[config.mk]
export PLATFORM = sky130hd
export DESIGN_NAME = gpio_irq_bank
export DESIGN_NICKNAME = d
export VERILOG_FILES = /design/src/rtl/gpio_bank_pkg.sv /design/src/rtl/gpio_sync.sv /design/src/rtl/gpio_blink_gen.sv /design/src/rtl/gpio_irq_agg.sv /design/src/rtl/gpio_irq_bank.sv
export SDC_FILE = /design/constraint.sdc
export NUM_CORES = 1
export LEC_CHECK = 0
export ABC_AREA = 1
export BUFFER_PORTS_ARGS = -buffer_cell sky130_fd_sc_hd__buf_2
export CORE_ASPECT_RATIO = 1.1
export CORE_MARGIN = 5
export CORE_UTILIZATION = 55
export DETAILED_ROUTE_END_ITERATION = 6
export GPL_TIMING_DRIVEN = 0
export MAX_ROUTING_LAYER = met4
export PLACE_DENSITY_LB_ADDON = 0.3
export SLEW_MARGIN = 5
export SYNTH_ARGS = -nofsm -noshare
export SYNTH_HDL_FRONTEND = slang
export SYNTH_SLANG_ARGS = --single-unit
[constraint.sdc]
create_clock -name clk -period 2 [get_ports clk]
set_input_delay 0.4 -clock clk [delete_from_list [all_inputs] [get_ports clk]]
set_output_delay 0.4 -clock clk [all_outputs]
set_load 0.05 [all_outputs]
[src/rtl/gpio_bank_pkg.sv]
// Package gpio_bank_pkg
// Shared register offsets and the register-select type for the GPIO bank.
// Assumes byte addressing with one 32-bit word per register.
package gpio_bank_pkg;

    localparam int OFS_OUT   = 'h00;
    localparam int OFS_DIR   = 'h04;
    localparam int OFS_BLINK = 'h08;
    localparam int OFS_POL   = 'h0C;
    localparam int OFS_DIN   = 'h10;
    localparam int OFS_CAUSE = 'h14;
    localparam int OFS_EMASK = 'h18;
    localparam int OFS_LMASK = 'h1C;

    typedef enum logic [3:0] {
        SEL_NONE,
        SEL_OUT,
        SEL_DIR,
        SEL_BLINK,
        SEL_POL,
        SEL_DIN,
        SEL_CAUSE,
        SEL_EMASK,
        SEL_LMASK
    } reg_sel_e;

endpackage

[src/rtl/gpio_sync.sv]
// Module gpio_sync
// Two-flop synchronizer for each asynchronous pin input.
// Assumes each line is an independent level; no bus coherence is promised.
module gpio_sync #(
    parameter int W = 32
) (
    input  logic         clk,
    input  logic         rst_n,
    input  logic [W-1:0] async_in,
    output logic [W-1:0] sync_out
);
    for (genvar i = 0; i < W; i++) begin : g_bit
        logic meta_q;
        logic stab_q;

        // Shift the pin level through two flops.
        always_ff @(posedge clk) begin
            if (!rst_n) begin
                meta_q <= 1'b0;
                stab_q <= 1'b0;
            end else begin
                meta_q <= async_in[i];
                stab_q <= meta_q;
            end
        end

        assign sync_out[i] = stab_q;
    end
endmodule

[src/rtl/gpio_blink_gen.sv]
// Module gpio_blink_gen
// Shared blink phase that inverts once every HALF_TICKS strobes.
// Assumes HALF_TICKS >= 2 and a tick strobe that lasts one cycle.
module gpio_blink_gen #(
    parameter int HALF_TICKS = 8
) (
    input  logic clk,
    input  logic rst_n,
    input  logic tick,
    output logic phase
);
    localparam int CW = $clog2(HALF_TICKS);
    localparam logic [CW-1:0] LAST = CW'(HALF_TICKS - 1);

    logic [CW-1:0] cnt_q;
    logic          phase_q;

    // Count strobes and invert the phase at the end of each half period.
    always_ff @(posedge clk) begin
        if (!rst_n) begin
            cnt_q   <= '0;
            phase_q <= 1'b0;
        end else if (tick) begin
            if (cnt_q == LAST) begin
                cnt_q   <= '0;
                phase_q <= ~phase_q;
            end else begin
                cnt_q <= cnt_q + 1'b1;
            end
        end
    end

    assign phase = phase_q;
endmodule

[src/rtl/gpio_irq_agg.sv]
// Module gpio_irq_agg
// Polarity correction, rising-edge capture and grouped interrupt reduction.
// Assumes sync_pin is already synchronized. The edge is taken on the
// corrected value, with the current polarity applied to both samples.
module gpio_irq_agg #(
    parameter int NLINES = 32,
    parameter int GRP    = 8
) (
    input  logic                   clk,
    input  logic                   rst_n,
    input  logic [NLINES-1:0]      sync_pin,
    input  logic [NLINES-1:0]      pol,
    input  logic                   cause_wr,
    input  logic [NLINES-1:0]      cause_wdata,
    input  logic [NLINES-1:0]      emask,
    input  logic [NLINES-1:0]      lmask,
    output logic [NLINES-1:0]      din,
    output logic [NLINES-1:0]      cause,
    output logic [NLINES-1:0]      rise,
    output logic [NLINES/GRP-1:0]  irq_grp
);
    localparam int NGRP = NLINES / GRP;

    logic [NLINES-1:0] prev_q;
    logic [NLINES-1:0] cause_q;
    logic [NLINES-1:0] masked;

    // Corrected input and a rising edge seen through the same polarity.
    always_comb begin
        din  = sync_pin ^ pol;
        rise = din & ~(prev_q ^ pol);
    end

    // Keep the previous synchronized sample for edge detection.
    always_ff @(posedge clk) begin
        if (!rst_n) prev_q <= '0;
        else        prev_q <= sync_pin;
    end

    // Latch edges; clear bits written as 0; a new edge beats the clear.
    always_ff @(posedge clk) begin
        if (!rst_n)        cause_q <= '0;
        else if (cause_wr) cause_q <= (cause_q & cause_wdata) | rise;
        else               cause_q <= cause_q | rise;
    end

    // Merge masked level and edge causes.
    always_comb masked = (din & lmask) | (cause_q & emask);

    for (genvar g = 0; g < NGRP; g++) begin : g_grp
        assign irq_grp[g] = |masked[g*GRP +: GRP];
    end

    assign cause = cause_q;
endmodule

[src/rtl/gpio_irq_bank.sv]
// Module gpio_irq_bank
// GPIO bank top: register file, address decode, read mux, pad outputs,
// plus the synchronizer, blink and interrupt sub-blocks.
// Assumes single-cycle writes and a combinational read on bus_addr.
module gpio_irq_bank
    import gpio_bank_pkg::*;
#(
    parameter int NLINES     = 32,
    parameter int GRP        = 8,
    parameter int AW         = 8,
    parameter int MASK_OFS   = 0,
    parameter int HALF_TICKS = 8
) (
    input  logic                  clk,
    input  logic                  rst_n,
    input  logic [AW-1:0]         bus_addr,
    input  logic                  bus_we,
    input  logic [NLINES-1:0]     bus_wdata,
    output logic [NLINES-1:0]     bus_rdata,
    input  logic [NLINES-1:0]     pin_in,
    output logic [NLINES-1:0]     pin_out,
    output logic [NLINES-1:0]     pin_oe,
    input  logic                  blink_tick,
    output logic [NLINES/GRP-1:0] irq_grp
);
    localparam int NGRP = NLINES / GRP;

    reg_sel_e          sel;
    logic [NLINES-1:0] out_q, dir_q, blink_q, pol_q, emask_q, lmask_q;
    logic [NLINES-1:0] sync_pin, din, cause_q, edge_rise;
    logic              blink_phase;
    logic [NGRP-1:0]   grp;

    // Decode the byte offset into a register select.
    always_comb begin
        if      (bus_addr == AW'(OFS_OUT))              sel = SEL_OUT;
        else if (bus_addr == AW'(OFS_DIR))              sel = SEL_DIR;
        else if (bus_addr == AW'(OFS_BLINK))            sel = SEL_BLINK;
        else if (bus_addr == AW'(OFS_POL))              sel = SEL_POL;
        else if (bus_addr == AW'(OFS_DIN))              sel = SEL_DIN;
        else if (bus_addr == AW'(OFS_CAUSE))            sel = SEL_CAUSE;
        else if (bus_addr == AW'(OFS_EMASK + MASK_OFS)) sel = SEL_EMASK;
        else if (bus_addr == AW'(OFS_LMASK + MASK_OFS)) sel = SEL_LMASK;
        else                                            sel = SEL_NONE;
    end

    // Update the software-written control registers.
    always_ff @(posedge clk) begin
        if (!rst_n) begin
            out_q   <= '0;
            dir_q   <= '1;
            blink_q <= '0;
            pol_q   <= '0;
            emask_q <= '0;
            lmask_q <= '0;
        end else if (bus_we) begin
            case (sel)
                SEL_OUT:   out_q   <= bus_wdata;
                SEL_DIR:   dir_q   <= bus_wdata;
                SEL_BLINK: blink_q <= bus_wdata;
                SEL_POL:   pol_q   <= bus_wdata;
                SEL_EMASK: emask_q <= bus_wdata;
                SEL_LMASK: lmask_q <= bus_wdata;
                default:   ;
            endcase
        end
    end

    // Return the selected register; unmapped offsets read zero.
    always_comb begin
        case (sel)
            SEL_OUT:   bus_rdata = out_q;
            SEL_DIR:   bus_rdata = dir_q;
            SEL_BLINK: bus_rdata = blink_q;
            SEL_POL:   bus_rdata = pol_q;
            SEL_DIN:   bus_rdata = din;
            SEL_CAUSE: bus_rdata = cause_q;
            SEL_EMASK: bus_rdata = emask_q;
            SEL_LMASK: bus_rdata = lmask_q;
            default:   bus_rdata = '0;
        endcase
    end

    gpio_sync #(.W(NLINES)) u_sync (
        .clk      (clk),
        .rst_n    (rst_n),
        .async_in (pin_in),
        .sync_out (sync_pin)
    );

    gpio_blink_gen #(.HALF_TICKS(HALF_TICKS)) u_blink (
        .clk   (clk),
        .rst_n (rst_n),
        .tick  (blink_tick),
        .phase (blink_phase)
    );

    gpio_irq_agg #(.NLINES(NLINES), .GRP(GRP)) u_agg (
        .clk         (clk),
        .rst_n       (rst_n),
        .sync_pin    (sync_pin),
        .pol         (pol_q),
        .cause_wr    (bus_we && (sel == SEL_CAUSE)),
        .cause_wdata (bus_wdata),
        .emask       (emask_q),
        .lmask       (lmask_q),
        .din         (din),
        .cause       (cause_q),
        .rise        (edge_rise),
        .irq_grp     (grp)
    );

    // Per line: choose the blink phase or the output register.
    for (genvar i = 0; i < NLINES; i++) begin : g_pad
        assign pin_out[i] = blink_q[i] ? blink_phase : out_q[i];
        assign pin_oe[i]  = ~dir_q[i];
    end

    assign irq_grp = grp;
endmodule

# [After elaboration in Yosys (flattened, before gate mapping)]
# Index checks and enable logic that the tools add are counted.
[op_classes] bitwise=43 add_sub_neg=1 n_reduce_logical=13 n_mux=43 n_eq_ne=16
[ops] cell="case mux 32 bit (8 select lines)" count=1
[ops] cell="bitwise AND 32 bit" count=4
[ops] cell="OR 32 bit" count=3
[ops] cell="bitwise XOR 32 bit" count=2
[ops] cell="NOT 1 bit" count=33
[ops] cell="equality test 8 x 5 -> 1 bit (second input constant)" count=4
[ops] cell="two-way mux 1 bit" count=32
[ops] cell="two-way mux 32 bit" count=1
[ops] cell="two-way mux 4 bit" count=8
[ops] cell="NOT 32 bit" count=1
[ops] cell="OR reduction 8 bit" count=4
[ops] cell="equality test 4 x 3 -> 1 bit (second input constant)" count=4
[ops] cell="equality test 8 x 4 -> 1 bit (second input constant)" count=2
[ops] cell="AND reduction 2 bit" count=7
[ops] cell="equality test 4 x 2 -> 1 bit (second input constant)" count=2
[ops] cell="equality test 8 x 3 -> 1 bit (second input constant)" count=1
[ops] cell="logical NOT 8 bit" count=1
[ops] cell="equality test 4 x 1 -> 1 bit (second input constant)" count=1
[ops] cell="equality test 4 bit (second input constant)" count=1
[ops] cell="adder 3 x 1 -> 3 bit (second input constant)" count=1
[ops] cell="equality test 3 bit (second input constant)" count=1
[ops] cell="two-way mux 3 bit" count=1
[ops] cell="logical AND 1 bit" count=1
[word_totals] input_bits=76 word_cells=190 out_inout_bits=100 regBits=324

# [Logic depth before layout (Yosys ltp)]
# Gate-level depths: netlist of run 1.
[depth] depth_word=12 depth_mapped=11 depth_no_buf=10

# [Hierarchy]
# Synthesis of run 1 repeated with hierarchy kept, for this count alone.
[hier_totals] cells_unflattened=2402 hier_area_um2=15921.5
[modules_own_cells] mod="gpio_irq_bank" seq_area_each_um2=3843.7 area_per_inst_um2=10164.7 cells_each=1584 n_inst=1
[modules_own_cells] mod="gpio_irq_agg" seq_area_each_um2=1281.2 area_per_inst_um2=3495.9 cells_each=563 n_inst=1
[modules_own_cells] mod="gpio_sync" seq_area_each_um2=1281.2 area_per_inst_um2=2080.7 cells_each=231 n_inst=1
[modules_own_cells] mod="gpio_blink_gen" seq_area_each_um2=80.1 area_per_inst_um2=180.2 cells_each=24 n_inst=1

# [Worst setup path after synthesis of run 1]
# Ideal clock, no wire load.
[synth_timing] path_kind="input-to-output" startpoint="in bus_addr[5]" endpoint="out bus_rdata[10]" required_ns=1.600 t_arrival_ns=1.732 path_stages=9 path_buffers=2 path_slack_ns=-0.132 path_cell_list="nor2_1 > nand2_4 > nor2_8 > nor2_1 > nand2_2 > buf_4 > buf_4 > nand3_1 > nand4_1"
[synth_between] elab_chain_len=11 elab_cells_between_ends=25 cone_classes="eq/ne: 15; mux: 9; reduce/logical: 1"
[synth_lines] item="from (decl)" line_no="gpio_irq_bank.sv:16" source="input logic [AW-1:0] bus_addr,"
[synth_lines] item="equality test 8 x 5 -> 1 bit" line_no="gpio_irq_bank.sv:43" source="else if (bus_addr == AW'(OFS_LMASK + MASK_OFS)) sel = SEL_LMASK;"
[synth_lines] item="two-way mux 4 bit" line_no="gpio_irq_bank.sv:43"
[synth_lines] item="two-way mux 4 bit" line_no="gpio_irq_bank.sv:42" source="else if (bus_addr == AW'(OFS_EMASK + MASK_OFS)) sel = SEL_EMASK;"
[synth_lines] item="two-way mux 4 bit" line_no="gpio_irq_bank.sv:41" source="else if (bus_addr == AW'(OFS_CAUSE)) sel = SEL_CAUSE;"
[synth_lines] item="two-way mux 4 bit" line_no="gpio_irq_bank.sv:40" source="else if (bus_addr == AW'(OFS_DIN)) sel = SEL_DIN;"
[synth_lines] item="two-way mux 4 bit" line_no="gpio_irq_bank.sv:39" source="else if (bus_addr == AW'(OFS_POL)) sel = SEL_POL;"
[synth_lines] item="two-way mux 4 bit" line_no="gpio_irq_bank.sv:38" source="else if (bus_addr == AW'(OFS_BLINK)) sel = SEL_BLINK;"
[synth_lines] item="two-way mux 4 bit" line_no="gpio_irq_bank.sv:37" source="else if (bus_addr == AW'(OFS_DIR)) sel = SEL_DIR;"
[synth_lines] item="two-way mux 4 bit *" line_no="gpio_irq_bank.sv:36" source="if (bus_addr == AW'(OFS_OUT)) sel = SEL_OUT;"
[synth_lines] item="equality test 4 bit, or another cell as far along" line_no="gpio_irq_bank.sv:71" source="case (sel)"
[synth_lines] item="case mux 32 bit (8 select lines) *" line_no="gpio_irq_bank.sv:71"
[synth_lines] item="to (decl)" line_no="gpio_irq_bank.sv:19" source="output logic [NLINES-1:0] bus_rdata,"
# Every way passes the cells marked *; elsewhere a longest branch is shown, timed or not.

# [Worst setup path after layout of run 1]
[layout_timing] startpoint="in bus_addr[1]" endpoint="out bus_rdata[31]"
# Same word-level chain as after synthesis.

==> results, run 1 <==
- Wires add up to around 56,000 µm.
- Setup slack on the worst reg-to-reg path comes out at 0.86 ns.
- The wire length of the first global-routing pass is 82,100 µm.
- The detailed-route DRC error count is 0.
- The core region is 26,000 µm².
- The number of nets produced by synthesis is 2,160.
- In this run the deepest clock path goes through 3 buffers.
- The share of the clock period used by the worst path is 125%.
- The minimum clock period is 2.51 ns.
- The cts-stage hold buffer count is 0.
- The average routed wire per standard cell is approximately 21 µm.
- The total via count in the routed design is 15.9k.
- The min-delay analysis places its worst path in the category in2reg.
- The synthesized design contains 0 enable-type register cells.
- The worst hold path begins at pin_in[5].
- The area of the die is 29,600 µm².
- The number of vias per cell after detailed routing is 5.84.
- The synthesized design contains 324 register bits.
- Yosys attributes the largest share of cell area to dfxtp_1 45%, nand2_1 15%, inv_1 8.3%.
- The critical path starts at bus_addr[1].
- The final reports fail on negative setup slack.
- The distinct cell type count of the synthesized netlist is 30.
- The number of hold-slack violations in the final timing report is 0.
- Entering global routing, the biggest net connects 14 pins.
- The number of sinks handled by clock tree synthesis is approximately 320.
- Measured along the x axis, the die boundary spans 165 µm.
- The fraction of post-synthesis cell area in the top cell type by area is 44.9%.
- The clock network latency to the later pin of the worst-skew pair is 0.52 ns.
- After clock tree synthesis, the clock-pin slew on the worst setup and hold paths is 0.06 ns.
- The congestion estimate from routability-driven global placement came to around 1.0.
- The largest area contributor in the synthesized netlist is dfxtp_1.
- The initialized floorplan defines 62 standard-cell rows.
- The number of placed cells counting well taps is 2,608.
- The nature of the critical path startpoint is an input port.
- STA puts the critical path data arrival time at 2.11 ns.
- The I/O pin total is 176.
- The post-detailed-route count of antenna-violating nets is 0.
- The clock arrives with 0.0190 ns of skew.
- Setup repair after global routing could not meet its margin everywhere.
- The number of iterations in the first detailed-routing pass is 6.
- Input and output buffers added on the ports amount to 174.
- Final hold analysis gives a worst-case slack of between 0.05 and 0.06 ns.
- The number of max-slew violations in the final report came to 0.
- Headroom to the max-slew limit came out at 32.1%.
- In this run the critical register-to-register path is launched from u_blink.cnt_q[0]$_SDFFE_PN0P_.
- The root buffer cell chosen for the clock tree is clkbuf_16.
- The H-tree depth is 2.
- Across all setup checks in the final design, the least slack found is -0.509 ns.
- After the last flow step, the layout net total stands at 2,430.
- The critical path data required time is ~1.6 ns.
- The most used flip-flop cell after synthesis is dfxtp_1.
- The share of synthesized flip-flops with an asynchronous set or reset is 0%.
- The number of antenna diodes is 0.
- Synthesis produced 2,082 cells.
- After synthesis, flip-flops and latches occupy 44.9% of the total area.
- The analysis attributes to cell leakage a power of slightly above 9 nW.
- Across every metal layer, demand over resource in global routing totals between 30 and 40%.
- The total power per unit cell area is 757 nW/µm².
- The worst vdd rail ir drop is 0.654 mV.
- Leaving out filler cells and counting taps, the final layout contains between 2k and 3k.
- The worst setup path category is in2out.
- The cell area after synthesis is 14,400 µm².
- The number of global-route vias before repair is 15.1k.
- The detailed router finished its first iteration with 1,978 violations.
- The TritonCTS clock tree is done.
- The worst-margin pin slew is 1.02 ns.
- Cells with a size suffix above 1 make up 20.1% of the layout.
- Of all nets on the critical path, the largest fanout is 7.
- The number of buffers inserted during clock tree synthesis is 36.
- The total of max-cap violations is 0.
- The peak clock frequency supported by timing is around 400 MHz.
- The number of synthesis warnings is 0.
- The floorplan step set the die height to 180 µm.
- The flow ran to the end, but the final reports show violations.
- After legalization and detailed placement, the total HPWL measured 35,300 µm.
- Global routing finished with a remaining overflow of 0.
- The area added between synthesis and finish is 29.7%.
- The starting density of the core is a little under three fifths.
- The worst setup path is captured at an output port.
- The average instance in the mapped netlist occupies about 6.9 µm².
- Setup violations remaining at the end of the flow were counted as 42.
- The initial antenna violation count is 0.
timing repair:
item / CTS / global route
endpoints found under the setup margin: 67 / 91
setup buffers: 44 / 12
pin swaps: 37 / 50
gates cloned: 5 / 2
resized for setup: 285 / 96
worst max-delay path, cell delays in order:
cell and delay [ns]:
buf_6 0.10, nor2_4 0.23, buf_12 0.17, nand2_8 0.06
nor2_4 0.18, nor2_4 0.07, nand2_4 0.09, buf_12 0.16
buf_8 0.12, nand3_2 0.06, nand4_1 0.24, buf_6 0.21
cell usage in the layout, fill, tap and decap left out, types with 5 or more instances in the layout:
cell       count
a21oi_1      169
buf_1          9
buf_12         7
buf_2        125
buf_4         65
buf_6         56
buf_8         14
clkbuf_1      61
clkbuf_16     41
clkbuf_8      11
dfxtp_1      287
dfxtp_2       24
dfxtp_4       13
inv_1        304
inv_2         14
nand2_1      569
nand2_2        9
nand3_1       47
nand3_2       16
nand4_1       78
nor2_1        85
nor2_2        12
nor2_4        11
nor3_1         9
o211ai_1      32
o21ai_0      192
o21ai_1       21
o21ai_2        8
xnor2_1       24
xor2_1         5
xor2_2        17
final cells by class:
cell class	count	area, µm²
sequential	324	6570
clock buffer	52	1030
tap	352	440
inverter	319	1200
multi-input combinational	1324	6700
timing repair buffer	232	1800
buffer	115	861
clock inverter	8	140
fill	2017	7250
stage by stage:
step                power (W)  area, µm²  setup slack, ns  setup TNS [ns]  util (%)
floorplan             0.00714      14500          -0.0998           -3.19         -
global placement      0.00742      15800           -0.775          -42.58      60.7
detailed placement    0.00744      15800           -0.838          -46.59      60.7
CTS                    0.0141      18300           -0.340           -9.76      70.6
global route           0.0145      18700           -0.534          -15.28      72.1
finish                 0.0142      18700           -0.509          -13.66      72.1
flip-flops by register name, summed over array words and instances, names as in the netlist:
signal and count:
u_sync.g_bit.meta_q 32, u_agg.cause 32, u_blink.phase 1, u_sync.g_bit.stab_q 32, pol_q 32, u_blink.cnt_q 3, emask_q 32, dir_q 32
u_agg.prev_q 32, lmask_q 32, out_q 32, blink_q 32
logic make-up after synthesis:
| group | count (synthesis) | share of synthesized area, % |
|---|---|---|
| DFF | 324 | 44.9 |
| AOI/OAI and AO/OA | 427 | 15.4 |
| and+or+nand+nor | 845 | 24.6 |
| adders and majority gates | 2 | 0.173 |
| xor gates and xnor gates | 49 | 2.97 |
| buffers and inverters | 435 | 12.0 |
synthesized netlist by cell type (2+ instances only):
master,count
a211oi_1,2
a21oi_1,171
buf_1,11
buf_2,26
buf_4,11
buf_6,3
clkbuf_1,65
dfxtp_1,324
ha_1,2
inv_1,318
nand2_1,577
nand2_2,5
nand3_1,64
nand4_1,78
nor2_1,100
nor2_2,5
nor2_4,2
nor3_1,9
o211ai_1,32
o21ai_0,215
o21ai_1,6
xnor2_1,24
xor2_1,25
report_power, final:
part           total, W  switching [W]  internal (W)  leakage, nW
Combinational  0.000752       0.000523      0.000229         5.87
Sequential      0.00666      0.0000906       0.00657         2.65
Clock           0.00678        0.00270       0.00408        0.576
worst paths after layout:
| kind | endpoint | cells after the start |
|---|---|---|
| setup / recovery | bus_rdata[31] | 12 |
| hold / removal | u_sync.g_bit[5].meta_q$_SDFF_PN0_ | 3 |
| setup reg to reg | u_blink.cnt_q[0]$_SDFFE_PN0P_ | 5 |
| hold reg to reg | u_sync.g_bit[30].stab_q$_SDFF_PN0_ | 2 |
layer usage:
metal | vias to the layer above | global-route usage [%] | share of wire (%)
li1 | 7105 | - | -
met1 | 7168 | 43.1 | 36
met2 | 1252 | 56.0 | 44
met3 | 393 | 8.09 | 12
met4 | 0 | 23.4 | 8.1
met5 | - | - | 0
Power figures use the tool's default switching activity.
==> inputs of run 2 (changes only) <==
Settings changed: ABC_AREA 1 to not set.
==> run 2 against run 1 <==
The flow still finishes with violations (negative setup slack). Non-clock buffer count fell by 18. Hold slack gained 0.030 ns. Die area is 2.1% lower. Combinational power up 36%. Critical endpoint is now bus_rdata[29]. Largest cell class unchanged. Largest power group is now sequential cells.
==> results, run 2 <==
- The number of buffers inserted during clock tree synthesis is 35.
- The peak clock frequency supported by timing is 344 MHz.
- The all-layer global routing usage is 36.3%.
- The final critical path takes up 145% of the cycle.
- The area added between synthesis and finish is 34.1%.
- The filler cell count in the final layout is ~1.7k.
- The compound-cell area share of the yosys netlist is between 15 and 20%.
- The number of sinks handled by clock tree synthesis is approximately 320.
- The number of placement rows is 61.
- After synthesis, the largest family of logic cells by area is simple AND/OR/NAND/NOR gates.
- CTS placed an instance of clkbuf_16 at the clock tree root.
- Input and output buffers added on the ports amount to 171.
- IR analysis of the VDD net gives a maximum drop of 0.623 mV.
- In the post-synthesis netlist, the cell with the most instances is dfxtp_1.
- The largest area contributor in the synthesized netlist is dfxtp_1.
- The initial utilization of the core area, before any placement, comes to 55.9%.
- In this run the vertical extent of the chip is about 180 µm.
- Dividing total power by cell area gives a power density of 747 nW/µm².
- The placeable core region is 25,300 µm².
- For this run, the number of Yosys warnings is 0.
- The minimum setup slack after placement is -1.17 ns.
- The maximum single-stage delay on the critical path is 0.66 ns.
- The routability congestion estimate from global placement is 0.985.
- Setup repair after global routing could not meet its margin everywhere.
- The total via count in the routed design is 13.9k.
- The type of element capturing the critical path is an output port.
- The final instance area is around 19,000 µm².
- The final reports fail on negative setup slack.
- The cell area that synthesis handed to floorplanning was 14,100 µm².
- The routed design could run at a clock period as short as 2.91 ns.
- After technology mapping, the gate count stands at ~1.5k.
- In this run, synthesis inferred 0 flip-flops with an integrated enable.
- The smallest setup slack after layout is -0.905 ns.
- The initial detailed-routing violation count is 1,845.
- The number of nets in the layout is 1,856.
- The number of synthesized register bits is 324.
- STA classifies the critical path startpoint as an input port.
- The first global-routing pass estimated 78,300 µm of wire.
- The I/O pin total is between 150 and 200.
- The floorplan step defined a die boundary enclosing 29,000 µm².
- For the pin with the worst max-slew slack, the measured transition is between 1 and 1.5 ns.
- The fraction of layout instances using a drive strength above 1 is 28.7%.
- The top cell types in the final layout, fill and taps aside, are 301 x dfxtp_1, 168 x nand2_1, 145 x mux2i_1, 120 x buf_2.
- The first detailed-routing pass took 6 iterations.
- The number of endpoints failing setup at the final stage is 120.
- Data on the critical path arrives at its endpoint at 2.51 ns.
- Of the post-synthesis cell area, the dominant cell type holds 46.0%.
- Dividing the detail-routed via count by the number of cells gives 6.45.
- The initial antenna violation count came to 2.
- The clock transition time at the flip-flop clock pins of the worst setup and hold paths is about 0.06 ns.
- TritonCTS built the clock tree.
- The number of hold-slack violations in the final timing report is 0.
- For this design, the slowest cell found on the critical path is nor4bb_2.
- The largest net degree at the start of global routing is 14.
- The mux contribution to synthesized area is approximately 13%.
- Data on the critical path is required at its endpoint by 1.60 ns.
- The share of the Yosys chip area taken by registers is 46.0%.
- The H-tree was split into 2 levels.
- Once detailed placement completed, the half-perimeter wirelength came to 34,700 µm.
- After detailed routing, the number of remaining DRC violations is 0.
- The number of nets produced by synthesis is 1,604.
- The worst pin sits at a relative slew slack of approximately a third.
- The placed instances occupy a cell area of 16,100 µm².
- The distinct cell type count of the synthesized netlist is 51.
- The run finished, with violations left.
- The tool flagged a number of max-cap violations equal to 0.
- By instance count, the cell type seen most on the critical path is clkbuf_16.
- The share of synthesized flip-flops with an asynchronous set or reset is 0%.
- Summing the areas of all fa, ha and maj instances in the mapped netlist gives 0.177% of the synthesized area.
- The most common cell after layout, fill and taps aside is dfxtp_1.
- The post-synthesis simple-gate area fraction is approximately 18%.
- The critical path in this run is classified as in2out.
- The count of nets left with antenna violations once routing finished came out at 0.
- Broken down by cell family, the worst path's largest delay share belongs to simple AND/OR/NAND/NOR gates.
- A synthesized cell averages 9.25 µm².
- The die boundary width is ~160 µm.
- In the final routed layout, each cell accounts on average for 25.1 µm.
- The final layout contains routed wiring with a total length of 54,100 µm.
- The number of max-slew violations in the final report is 0.
- The most used flip-flop cell after synthesis is dfxtp_1.
- The xor and xnor fraction of the mapped netlist area is 2.05%.
- The largest fanout of any net on the critical path is 7.
- The clock network latency to the later pin of the worst-skew pair is 0.52 ns.
- The total buffers and inverters traversed by the critical path is 4.
- After synthesis, the cell types taking the most area are dfxtp_1 46%, mux2i_1 10%, nand2_1 5.1%.
- The worst clock skew is between 0.015 and 0.02 ns.
- Traced cell by cell, the critical path runs through clkbuf_16, nor4bb_2, buf_4, and2_4, clkbuf_16, a21oi_1, o221ai_4, buf_6.
- In this run the deepest clock path goes through 3 buffers.
- The aggregate global routing overflow is 0.
- The path category of the worst min-delay check is in2reg.
- The number of global-route vias before repair is around 13k.
- By count the netlist is led by 324 x dfxtp_1, 191 x nand2_1, 146 x mux2i_1, 100 x o21ai_0, 99 x and2_1.
- The total leakage power is 8.36 nW.
## run 2: final timing paths
check | cells after the start | start | slack [ns] | end
setup / recovery | 8 | bus_addr[1] | -0.91 | bus_rdata[29]
hold / removal | 2 | pin_in[20] | 0.08 | u_sync.g_bit[20].meta_q$_SDFF_PN0_
setup reg to reg | 4 | u_blink.cnt_q[0]$_SDFFE_PN0P_ | 0.89 | u_blink.cnt_q[2]$_SDFFE_PN0P_
hold reg to reg | 1 | u_sync.g_bit[3].meta_q$_SDFF_PN0_ | 0.43 | u_sync.g_bit[3].stab_q$_SDFF_PN0_
## run 2: cells by family (layout without fill, tap and decap cells)
kind of cell / Yosys count / in the layout
adder cells (fa/ha/maj): 2 / 2
flip-flops: 324 / 324
buffers and inverters: 147 / 423
XOR/XNOR: 33 / 33
multiplexers: 179 / 179
AO/OA/AOI/OAI: 363 / 363
AND/OR/NAND/NOR: 478 / 478
other: 0 / 2
## run 2: final cells by class
type	count	area, µm²	share of cell area (%)
inverter	33	124	0.655
clock buffer	55	1110	5.89
multi-input combinational	1055	8090	42.7
tap	346	433	2.29
antenna	2	5.00	0.0265
timing repair buffer	219	1700	9.00
sequential	324	6540	34.6
clock inverter	6	35.0	0.185
buffer	110	877	4.64
## run 2: stage by stage
stage	hold slack, ns	cells	util, %	power [W]	setup TNS [ns]
global route	0.0860	2150	74.9	0.0145	-35.98
CTS	0.0778	2133	73.1	0.0140	-13.43
global placement	0.415	2043	63.7	0.00763	-150.12
detailed placement	0.421	2043	63.7	0.00765	-161.11
finish	0.0839	2150	74.9	0.0141	-41.89
floorplan	0.412	1526	-	0.00728	-8.09
## run 2: timing repair
item | 4_1_cts | 5_1_grt
setup buffers | 28 | 13
endpoints found under the setup margin | 161 | 93
cloned | 4 | 3
pin swaps | 42 | 26
hold buffers | 0 | 0
resized for setup | 260 | 85
## run 2: worst reg2reg max path: stages, from the launching register on
cell and delay, ns:
dfxtp_1 0.33, ha_1 0.20, ha_1 0.27, mux2i_1 0.14
nor2b_1 0.06
## run 2: metal layers
metal / vias up / track usage, % / routed length (µm)
li1: 5942 / - / -
met1: 6569 / 44.9 / 20200
met2: 1059 / 56.1 / 24100
met3: 302 / 6.98 / 5830
met4: 0 / 20.0 / 3970
met5: - / - / 0
## run 2: report_power, final
| part | internal (W) | switching [W] |
|---|---|---|
| clock | 0.00382 | 0.00263 |
| combinational | 0.000366 | 0.000654 |
| sequential | 0.00656 | 0.0000972 |
| total | 0.0107 | 0.00339 |
